[src/rtl/pfc_sup_pkg.sv]
package pfc_sup_pkg;

    // Detector thresholds: set when code >= *_SET, clear when code < *_CLR
    localparam int unsigned UV_SET   = 12000;
    localparam int unsigned UV_CLR   = 8500;
    localparam int unsigned OVP_SET  = 2676;
    localparam int unsigned OVP_CLR  = 2501;
    localparam int unsigned EN_SET   = 451;
    localparam int unsigned EN_CLR   = 350;
    localparam int unsigned RDY_SET  = 2241;
    localparam int unsigned RDY_CLR  = 1640;
    localparam int unsigned TS_SET   = 140;
    localparam int unsigned TS_CLR   = 81;

    // Soft-start reference
    localparam int unsigned REF_FINAL = 2500;
    localparam int unsigned SS_STEPS  = 16;

    typedef enum logic [2:0] {
        SQ_LOCKOUT  = 3'd0,
        SQ_AWAIT_AC = 3'd1,
        SQ_RAMP     = 3'd2,
        SQ_HOLD     = 3'd3,
        SQ_HANDOFF  = 3'd4,
        SQ_EXTERNAL = 3'd5
    } seq_state_e;

endpackage

[src/rtl/pfc_hyst_det.sv]
module pfc_hyst_det #(
    parameter int unsigned W      = 16,
    parameter int unsigned SET_TH = 100,
    parameter int unsigned CLR_TH = 50
) (
    input  logic         clk,
    input  logic         rst_n,
    input  logic [W-1:0] code,
    output logic         active
);

    localparam logic [W-1:0] SET_C = W'(SET_TH);
    localparam logic [W-1:0] CLR_C = W'(CLR_TH);

    logic active_n;

    always_comb begin
        active_n = active;
        if (code >= SET_C) begin
            active_n = 1'b1;
        end else if (code < CLR_C) begin
            active_n = 1'b0;
        end
    end

    always_ff @(posedge clk) begin
        if (!rst_n) begin
            active <= 1'b0;
        end else begin
            active <= active_n;
        end
    end

endmodule

[src/rtl/pfc_ss_seq.sv]
module pfc_ss_seq
    import pfc_sup_pkg::*;
#(
    parameter int unsigned STEPS       = 16,
    parameter int unsigned STEP_CYC    = 39062,
    parameter int unsigned HANDOFF_CYC = 3750000,
    parameter int unsigned REF_W       = 12
) (
    input  logic             clk,
    input  logic             rst_n,
    input  logic             supply_ok,
    input  logic             ac_present,
    input  logic             fb_rated,
    output logic [REF_W-1:0] ref_o,
    output logic             ext_sel_o
);

    localparam int unsigned CMAX = (STEP_CYC > HANDOFF_CYC) ? STEP_CYC : HANDOFF_CYC;
    localparam int unsigned CW   = $clog2(CMAX + 1);
    localparam int unsigned SW   = $clog2(STEPS + 1);

    seq_state_e      st, st_n;
    logic [CW-1:0]   cnt, cnt_n;
    logic [SW-1:0]   step, step_n;

    // Next-state and counter logic
    always_comb begin
        st_n   = st;
        cnt_n  = cnt;
        step_n = step;
        if (!supply_ok) begin
            st_n   = SQ_LOCKOUT;
            cnt_n  = '0;
            step_n = '0;
        end else if (!ac_present) begin
            st_n   = SQ_AWAIT_AC;
            cnt_n  = '0;
            step_n = '0;
        end else begin
            unique case (st)
                SQ_LOCKOUT: begin
                    st_n = SQ_AWAIT_AC;
                end
                SQ_AWAIT_AC: begin
                    st_n   = SQ_RAMP;
                    cnt_n  = '0;
                    step_n = '0;
                end
                SQ_RAMP: begin
                    if (cnt == CW'(STEP_CYC - 1)) begin
                        cnt_n  = '0;
                        step_n = step + 1'b1;
                        if (step == SW'(STEPS - 1)) begin
                            st_n = SQ_HOLD;
                        end
                    end else begin
                        cnt_n = cnt + 1'b1;
                    end
                end
                SQ_HOLD: begin
                    if (fb_rated) begin
                        st_n  = SQ_HANDOFF;
                        cnt_n = '0;
                    end
                end
                SQ_HANDOFF: begin
                    if (cnt == CW'(HANDOFF_CYC - 1)) begin
                        st_n  = SQ_EXTERNAL;
                        cnt_n = '0;
                    end else begin
                        cnt_n = cnt + 1'b1;
                    end
                end
                SQ_EXTERNAL: begin
                    st_n = SQ_EXTERNAL;
                end
                default: begin
                    st_n   = SQ_LOCKOUT;
                    cnt_n  = '0;
                    step_n = '0;
                end
            endcase
        end
    end

    // State register
    always_ff @(posedge clk) begin
        if (!rst_n) begin
            st   <= SQ_LOCKOUT;
            cnt  <= '0;
            step <= '0;
        end else begin
            st   <= st_n;
            cnt  <= cnt_n;
            step <= step_n;
        end
    end

    // Outputs
    always_comb begin
        ref_o     = REF_W'((32'(step) * REF_FINAL) / STEPS);
        ext_sel_o = (st == SQ_EXTERNAL);
    end

endmodule

[src/rtl/pfc_supervisor.sv]
module pfc_supervisor
    import pfc_sup_pkg::*;
#(
    parameter int unsigned MV_W        = 16,
    parameter int unsigned TC_W        = 8,
    parameter int unsigned REF_W       = 12,
    parameter int unsigned STEP_CYC    = 39062,
    parameter int unsigned HANDOFF_CYC = 3750000
) (
    input  logic              clk,
    input  logic              rst_n,
    input  logic [MV_W-1:0]   vcc_mv,
    input  logic [MV_W-1:0]   fb_mv,
    input  logic [TC_W-1:0]   temp_c,
    input  logic              ac_present,
    output logic              sw_en,
    output logic              rdy_release,
    output logic              ovp_flag,
    output logic [REF_W-1:0]  ss_ref_mv,
    output logic              comp_ext_sel
);

    logic supply_ok, en_ok, ovp_q, rdy_q, ts_fault, fb_rated;

    pfc_hyst_det #(.W(MV_W), .SET_TH(UV_SET), .CLR_TH(UV_CLR)) u_uv (
        .clk(clk), .rst_n(rst_n), .code(vcc_mv), .active(supply_ok));

    pfc_hyst_det #(.W(MV_W), .SET_TH(OVP_SET), .CLR_TH(OVP_CLR)) u_ovp (
        .clk(clk), .rst_n(rst_n), .code(fb_mv), .active(ovp_q));

    pfc_hyst_det #(.W(MV_W), .SET_TH(EN_SET), .CLR_TH(EN_CLR)) u_en (
        .clk(clk), .rst_n(rst_n), .code(fb_mv), .active(en_ok));

    pfc_hyst_det #(.W(MV_W), .SET_TH(RDY_SET), .CLR_TH(RDY_CLR)) u_rdy (
        .clk(clk), .rst_n(rst_n), .code(fb_mv), .active(rdy_q));

    pfc_hyst_det #(.W(TC_W), .SET_TH(TS_SET), .CLR_TH(TS_CLR)) u_ts (
        .clk(clk), .rst_n(rst_n), .code(temp_c), .active(ts_fault));

    assign fb_rated = (fb_mv >= MV_W'(REF_FINAL));

    pfc_ss_seq #(
        .STEPS(SS_STEPS), .STEP_CYC(STEP_CYC),
        .HANDOFF_CYC(HANDOFF_CYC), .REF_W(REF_W)
    ) u_seq (
        .clk(clk), .rst_n(rst_n), .supply_ok(supply_ok),
        .ac_present(ac_present), .fb_rated(fb_rated),
        .ref_o(ss_ref_mv), .ext_sel_o(comp_ext_sel));

    always_comb begin
        sw_en       = supply_ok & en_ok & ~ovp_q & ~ts_fault;
        rdy_release = rdy_q;
        ovp_flag    = ovp_q;
    end

endmodule

[config.mk]
export PLATFORM = sky130hd
export DESIGN_NAME = pfc_supervisor
export DESIGN_NICKNAME = d
export VERILOG_FILES = /design/src/rtl/pfc_sup_pkg.sv /design/src/rtl/pfc_hyst_det.sv /design/src/rtl/pfc_ss_seq.sv /design/src/rtl/pfc_supervisor.sv
export SDC_FILE = /design/constraint.sdc
export NUM_CORES = 1
export LEC_CHECK = 0
export ABC_CLOCK_PERIOD_IN_PS = 3700
export BUFFER_PORTS_ARGS = -buffer_cell sky130_fd_sc_hd__buf_2
export CAP_MARGIN = 20
export CORE_MARGIN = 3
export CORE_UTILIZATION = 30
export CTS_CLUSTER_DIAMETER = 100
export DETAILED_ROUTE_END_ITERATION = 8
export PLACE_DENSITY = 0.55
export SETUP_SLACK_MARGIN = 0.1
export SLEW_MARGIN = 10
export SYNTH_ARGS = -nofsm -noshare
export SYNTH_HDL_FRONTEND = slang
export SYNTH_SLANG_ARGS = --single-unit
[constraint.sdc]
create_clock -name clk -period 3.7 [get_ports clk]
set_input_delay 0.185 -clock clk [delete_from_list [all_inputs] [get_ports clk]]
set_output_delay 0.185 -clock clk [all_outputs]
set_load 0.02 [all_outputs]
==> results of run 1 <==
-- path summary, 6_finish.rpt --
kind                 start  depth (start not counted)             to
max reg2reg   u_seq.cnt[0]                          7   u_seq.cnt[0]
min reg2reg    u_uv.active                          2    u_seq.st[0]
max          u_seq.step[2]                         10  ss_ref_mv[11]
min             ac_present                          2    u_seq.st[0]
-- metrics by stage --
step,instances,worst slack (ns)
after CTS,480,0.150
after global placement,472,0.458
after detailed placement,472,0.384
after floorplan,317,0.548
after global routing,480,0.120
final,480,0.277
-- registers in the layout, indices dropped and copies added (netlist names) --
name,count
u_en.active,1
u_seq.step,5
u_seq.cnt,22
u_rdy.active,1
u_ovp.active,1
u_seq.st,3
u_ts.active,1
u_uv.active,1
-- metal layers --
layer,vias to the layer above,track usage,share of wire
li1,1291,-,-
met1,1119,0.158,0.48
met2,62,0.206,0.46
met3,5,0.0250,0.055
met4,0,0.0353,0.0077
met5,-,0,0
-- Yosys cell counts, drive strengths merged (3+ instances only) --
master	number	area share
dfxtp	35	0.25
nor2	34	0.046
ha	26	0.12
nand2	19	0.028
a21oi	17	0.032
o21ai	16	0.038
inv	15	0.020
nand3	11	0.020
xnor2	11	0.034
nor3	9	0.016
a31oi	7	0.018
nand4	7	0.023
xor2	7	0.022
a21o	6	0.019
nor4	6	0.024
nor4b	6	0.021
buf	5	0.018
nor2b	5	0.011
clkbuf	4	0.0085
fa	4	0.029
o31a	4	0.013
or3	4	0.0090
or4	4	0.012
and2	3	0.0067
and3	3	0.0067
mux2i	3	0.011
o21a	3	0.0081
o31ai	3	0.0098
o41a	3	0.012
or2	3	0.0067
-- critical path, stage by stage (launching register included) --
cell,delay [ns]
dfxtp_2,0.37
fa_1,0.48
ha_1,0.30
ha_1,0.29
ha_1,0.33
a21oi_1,0.21
nor2b_1,0.08
o21a_1,0.18
o41a_1,0.33
xnor2_1,0.18
buf_2,0.19
-- where the power goes --
group,internal [W],switching [W],leakage (nW)
registers,0.000381,0.00000608,0.286
logic,0.0000388,0.0000522,1.02
clock network,0.000132,0.000136,0.0422
total,0.000552,0.000194,1.35
-- placed cells by master (no fill, tap or decap), drive strengths merged, types with 3 or more instances in the layout --
| cell type | n |
|---|---|
| a21o | 6 |
| a21oi | 17 |
| a31oi | 7 |
| and2 | 3 |
| and3 | 3 |
| buf | 56 |
| clkbuf | 7 |
| dfxtp | 35 |
| fa | 4 |
| ha | 26 |
| inv | 15 |
| mux2i | 3 |
| nand2 | 19 |
| nand3 | 11 |
| nand4 | 7 |
| nor2 | 34 |
| nor2b | 5 |
| nor3 | 9 |
| nor4 | 6 |
| nor4b | 6 |
| o21a | 3 |
| o21ai | 16 |
| o31a | 4 |
| o31ai | 3 |
| o41a | 3 |
| or2 | 3 |
| or3 | 4 |
| or4 | 4 |
| xnor2 | 11 |
| xor2 | 7 |
-- repair_timing --
action / 4_1_cts / 5_1_grt
pin swaps: 0 / 0
setup endpoints to repair: 1 / 1
buffers inserted: 0 / 0
gates resized for setup: 1 / 3
-- cell type report --
class                      count  share of cell area
multi-input combinational    258               0.609
sequential                    35               0.219
timing repair buffer          56              0.0870
tap                          108              0.0419
clock buffer                   7              0.0237
inverter                      15              0.0175
clock inverter                 1             0.00155
-- kinds of logic (layout without fill, tap and decap cells) --
kind of cell / count (synthesis) / after routing / synth area share
buffers and inverters: 24 / 79 / 0.0470
flip-flops: 35 / 35 / 0.251
multiplexers: 3 / 3 / 0.0107
XOR/XNOR: 18 / 18 / 0.0564
AO/OA/AOI/OAI: 82 / 82 / 0.227
AND/OR/NAND/NOR: 125 / 125 / 0.263
adder cells (fa/ha/maj): 30 / 30 / 0.145
==> flow_metrics.tcl, run 1 <==
set metrics [dict create \
    outcome "finished, final reports clean" \
    post_detailed_placement_cell_area_um2 3140 \
    final_layout_size_suffix_gt1_frac 0.228 \
    grt-ovfl-total 0 \
    io_pins 59 \
    clkSinkCount 35 \
    detail_route.wl_per_cell_um 12.9 \
    route.antenna.remaining_nets 0 \
    gp_congestion 0.784 \
    rsz0062_at_grt "no" \
    max-vdd-ir-drop_mv 0.103 \
    start_util 0.314 \
    fill_cells 930 \
    port_buffers 56 \
    timing.final.setup_violations 0 \
    postSynth.topFlopCell "dfxtp_1" \
    static-leakage-power_nw 1.35 \
    flow.area_growth_from_synthesis_pct 15.3 \
    r2r_setup_slack_ns 1.40 \
    synth-seq-cells 35 \
    criticalPathCategory "reg -> out" \
    clk_transition_reported_paths_ns 0.07 \
    area_of_combinational_cells_with_multiple_inputs_um2 1960 \
    worstSetupEndpointType "output port" \
    die_area_um2 10500 \
    fp.dieW_um 103 \
    clk_root_buffer_cell "clkbuf_8" \
    drt-total-wl_mm 6.21 \
    cts_hold_repair.buffers 0 \
    timing_worst_slew_pin_value_ns 0.585 \
    largest_net_degree_at_the_start_of_global_routing 16 \
    first_iter_violations 119 \
    setup_skew_ns 0.00389 \
    timing.final.crit_share 0.925 \
    grt_first_pass_wirelength_mm 10.4 \
    seqCellArea_um2 707 \
    final.min_clock_period_ns 3.42 \
    final_cell_area_um2 3220 \
    mappedNetlistNets 390 \
    fp_rows 34 \
    ctsHtreeMaxLevel 2 \
    synthesis.instances 317 \
    critical_path.max_fanout 8 \
    report.power.total_w 0.000746 \
    route.detailed.drc 0 \
    clock.fmax_mhz 292 \
    grt_pass1_vias 2320 \
    hold_path_class "in -> reg" \
    global_route.usage.total 0.122 \
    synth.yosys.warnings 0 \
    worst_hold_slack_ns 0.0949 \
    final_core_utilization 0.363 \
    routed-via-count 2477 \
    setup-tns-final_ns 0 \
    timing.max_cap.violations 0 \
    core_region_area_um2 8890 \
    startpoint_type "register" \
    synthArstFlopShare 0 \
    place.detailed.hpwl_mm 4.85 \
    synth_cell_types 73 \
    timing_max_transition_violations_final 0 \
    synth_area_per_cell_um2 8.82 \
    power.density_nw_per_um2 231 \
    dieHeight_um 103 \
    insertedDiodeCount 0 \
    worstPathRequired_ns 3.51 \
    antenna_found_initial 0 \
    drt-vias-per-instance 5.16 \
    syn_area_um2 2800 \
    slew-limit-headroom 0.609 \
    cts_max_path_buffers 2 \
    synth-edff-count 0 \
    number_of_buffers_inserted_during_clock_tree_synthesis 5 \
    insertion_delay_ns 0.29 \
    final-hold-violation-count 0 \
    cts_tree "yes" \
    final_nets 444 \
    drt_pre_antenna_iters 4 \
    synth_seq_area_share 0.251 \
    worst_ep_arrival_ns 3.24 \
]
(Power assumes the default switching activity.)
==> run 2, diff against run 1 <==
Settings changed: ABC_AREA from default to 1, PLACE_DENSITY 0.55 to 0.54.
==> run 2 against run 1 <==
Compared with the run above: via count increased by 36%; first-iteration DRC count decreased by 49%; utilization decreased by 0.095 points; combinational power increased by 20%; die area increased by 15%; clock skew increased by 0.0037 ns; non-clock buffer count increased by 1; clock power increased by 37%; wire length increased by 30%; flip-flop and latch count unchanged; setup slack improved by 0.13 ns; critical endpoint is now ss_ref_mv[10].
==> flow_metrics.tcl, run 2 <==
set metrics [dict create \
    clkSinkCount 35 \
    mostFrequentLayoutCells "122 x nand2_1, 82 x nor2_1, 60 x inv_1" \
    routed-via-count 3378 \
    internal_power_w 0.000628 \
    postSynth.topFlopCell "dfxtp_1" \
    worst_setup_path_startpoint "u_seq.step[3]" \
    postCtsResizedCells 0 \
    grt_pass1_vias 3112 \
    gp_congestion 0.875 \
    grt-ovfl-total 0 \
    startpoint_type "register" \
    dpl_worst_slack_ns 0.607 \
    io_pins 59 \
    pwr-share-clk 0.425 \
    hold_depth 3 \
    instances_no_fill 713 \
    fill_cells 1187 \
    outcome "finished, final reports clean" \
    detail_route.wl_per_cell_um 11.3 \
    postCtsSetupRepairBufs 0 \
    most_used_layer_global_route "met2" \
    reg_to_reg_startpoint "u_seq.cnt[0]" \
    dpl.cell_count 705 \
    clk_transition_reported_paths_ns 0.08 \
    layout_top_registers "u_seq.cnt (22), u_seq.step (5), u_seq.st (3)" \
    mappedNetlistNets 596 \
    largest_register_ff_count 22 \
    final_common_cell "nand2_1" \
    port_buffers 56 \
    number_of_buffers_inserted_during_clock_tree_synthesis 5 \
    swShare 0.271 \
    power.density_nw_per_um2 229 \
    drt-vias-per-instance 4.74 \
    p_comb_frac 0.126 \
    netlist.area_leader.share 0.215 \
    clock.fmax_mhz 304 \
    critical_path.max_fanout 9 \
    cts_hold_repair.buffers 0 \
    global_route.usage.total 0.139 \
    synthArstFlopShare 0 \
    synth_top_cell_by_area "dfxtp_1" \
    reg2reg_to "u_seq.cnt[20]" \
    cts_max_path_buffers 2 \
    post-synth-top-count-cell "nand2_1" \
    max-vdd-ir-drop_mv 0.126 \
    power.switching_w 0.000234 \
    criticalPathCategory "reg -> out" \
    syn_area_um2 3260 \
    dieHeight_um 110 \
    global_route.usage.met2 0.244 \
    rsz0062_at_grt "no" \
    globalRouteMet1Util 0.184 \
    timing.max_cap.violations 0 \
    leading_post_synthesis_cells_by_instance_count "122 x nand2_1, 82 x nor2_1, 60 x inv_1, 47 x nand3_1, 35 x dfxtp_1" \
    antenna_found_initial 0 \
    core_region_area_um2 10400 \
    synth_area_per_cell_um2 6.22 \
    largest_net_degree_at_the_start_of_global_routing 22 \
    worstSetupEndpointType "output port" \
    first_iter_violations 61 \
    clk_root_buffer_cell "clkbuf_8" \
    reg2regPathDepth 8 \
    r2r_setup_slack_ns 1.78 \
    synth.yosys.warnings 0 \
    fp_rows 37 \
    drt-total-wl_mm 8.08 \
    die_area_um2 12100 \
    final_layout_size_suffix_gt1_frac 0.153 \
    timing_max_transition_violations_final 0 \
    setup_skew_ns 0.00761 \
    timing.final.crit_share 0.889 \
    power.share.sequential 0.449 \
    insertedDiodeCount 0 \
    synth_seq_area_share 0.215 \
    synthesis.instances 523 \
    route.detailed.drc 0 \
    finalWorstSetupSlack_ns 0.410 \
    timing.final.setup_violations 0 \
    static-leakage-power_nw 1.89 \
    grt_first_pass_wirelength_mm 13.8 \
    regMostFlops "u_seq.cnt" \
    route.antenna.remaining_nets 0 \
    flow.area_growth_from_synthesis_pct 15.7 \
    hp-start "temp_c[5]" \
    synth-seq-cells 35 \
    min_delay_worst_endpoint "u_ts.active" \
    fp.dieW_um 110 \
    final-hold-violation-count 0 \
    netlist_top_cells_area "dfxtp_1 22%, nand2_1 14%, ha_1 10%" \
    timing_worst_slew_pin_value_ns 0.579 \
    worstPathRequired_ns 3.51 \
    worst_hold_slack_ns 0.154 \
    cts_tree "yes" \
    insertion_delay_ns 0.30 \
    drt_pre_antenna_iters 4 \
    slew-limit-headroom 0.613 \
    synth-edff-count 0 \
    worst_ep_arrival_ns 3.11 \
    final_nets 649 \
    setup-tns-final_ns 0 \
    grt.met3_usage 0.0186 \
    start_util 0.313 \
    hold_path_class "in -> reg" \
    final.min_clock_period_ns 3.29 \
    place.detailed.hpwl_mm 6.42 \
    ctsHtreeMaxLevel 2 \
    synth_cell_types 41 \
    report.power.total_w 0.000862 \
]
==> run 2: cell count changes after synthesis, moves of 10 or more <==
cell     previous run  this run
a21oi_1            16        34
inv_1              15        60
nand2_1            18       122
nand3_1            11        47
nand4_1             5        21
nor2_1             34        82
xnor2_1            11         1
==> run 2: power by group through the flow <==
| stage | Sequential (W) | Clock [W] | Combinational (W) |
|---|---|---|---|
| floorplan | 0.000396 | 0 | 0.0000667 |
| global placement | 0.000396 | 0 | 0.000108 |
| detailed placement | 0.000396 | 0 | 0.000109 |
| CTS | 0.000387 | 0.000377 | 0.000110 |
| global route | 0.000388 | 0.000389 | 0.000124 |
| finish | 0.000387 | 0.000366 | 0.000109 |
==> run 2: kinds of logic (layout without fill, tap and decap cells) <==
family / Yosys count / in the layout / synth area share
buffers and inverters: 74 / 128 / 0.0934
adder cells (fa/ha/maj): 30 / 30 / 0.125
XOR/XNOR: 16 / 16 / 0.0430
AO/OA/AOI/OAI: 66 / 66 / 0.116
flip-flops: 35 / 35 / 0.215
AND/OR/NAND/NOR: 302 / 302 / 0.408
==> run 2: layer usage <==
metal / vias to the layer above / routed length (um) / share of wire
met2: 59 / 3800 / 0.47
met3: 6 / 300 / 0.037
li1: 1827 / - / -
met4: 0 / 68 / 0.0084
met5: - / 0 / 0
met1: 1486 / 3910 / 0.48
==> run 2: area by class of cell <==
class                      instances  area [um^2]  area share
sequential                        35          704       0.187
tap                              136          170      0.0452
timing repair buffer              57          288      0.0764
clock inverter                     3         47.5      0.0126
inverter                          63          236      0.0628
clock buffer                       5         68.8      0.0183
multi-input combinational        414         2250       0.598
==> run 2: how the worst max path moves through the flow <==
stage / cells after the start / endpoint / slack (ns)
after floorplan: 10 / ss_ref_mv[10] / 0.83
after global placement: 12 / ss_ref_mv[10] / 0.61
after detailed placement: 12 / ss_ref_mv[10] / 0.61
after CTS: 11 / ss_ref_mv[10] / 0.25
after global routing: 11 / ss_ref_mv[10] / 0.13
final: 11 / ss_ref_mv[10] / 0.41
==> run 2: critical path, stage by stage (launching register included) <==
cell and delay, ns:
dfxtp_2 0.45, fa_1 0.46, ha_1 0.22, fa_1 0.44, ha_1 0.37, nand2_1 0.08
nand2_1 0.06, and3_1 0.14, a211oi_1 0.26, nand3_1 0.11, nand2_1 0.07, buf_2 0.15
==> run 2: stage by stage <==
step / instance area, um^2 / util
6_report: 3770 / 0.362
5_1_grt: 3770 / 0.362
4_1_cts: 3760 / 0.361
3_5_place_dp: 3650 / 0.350
3_3_place_gp: 3650 / 0.350
2_1_floorplan: 3260 / -
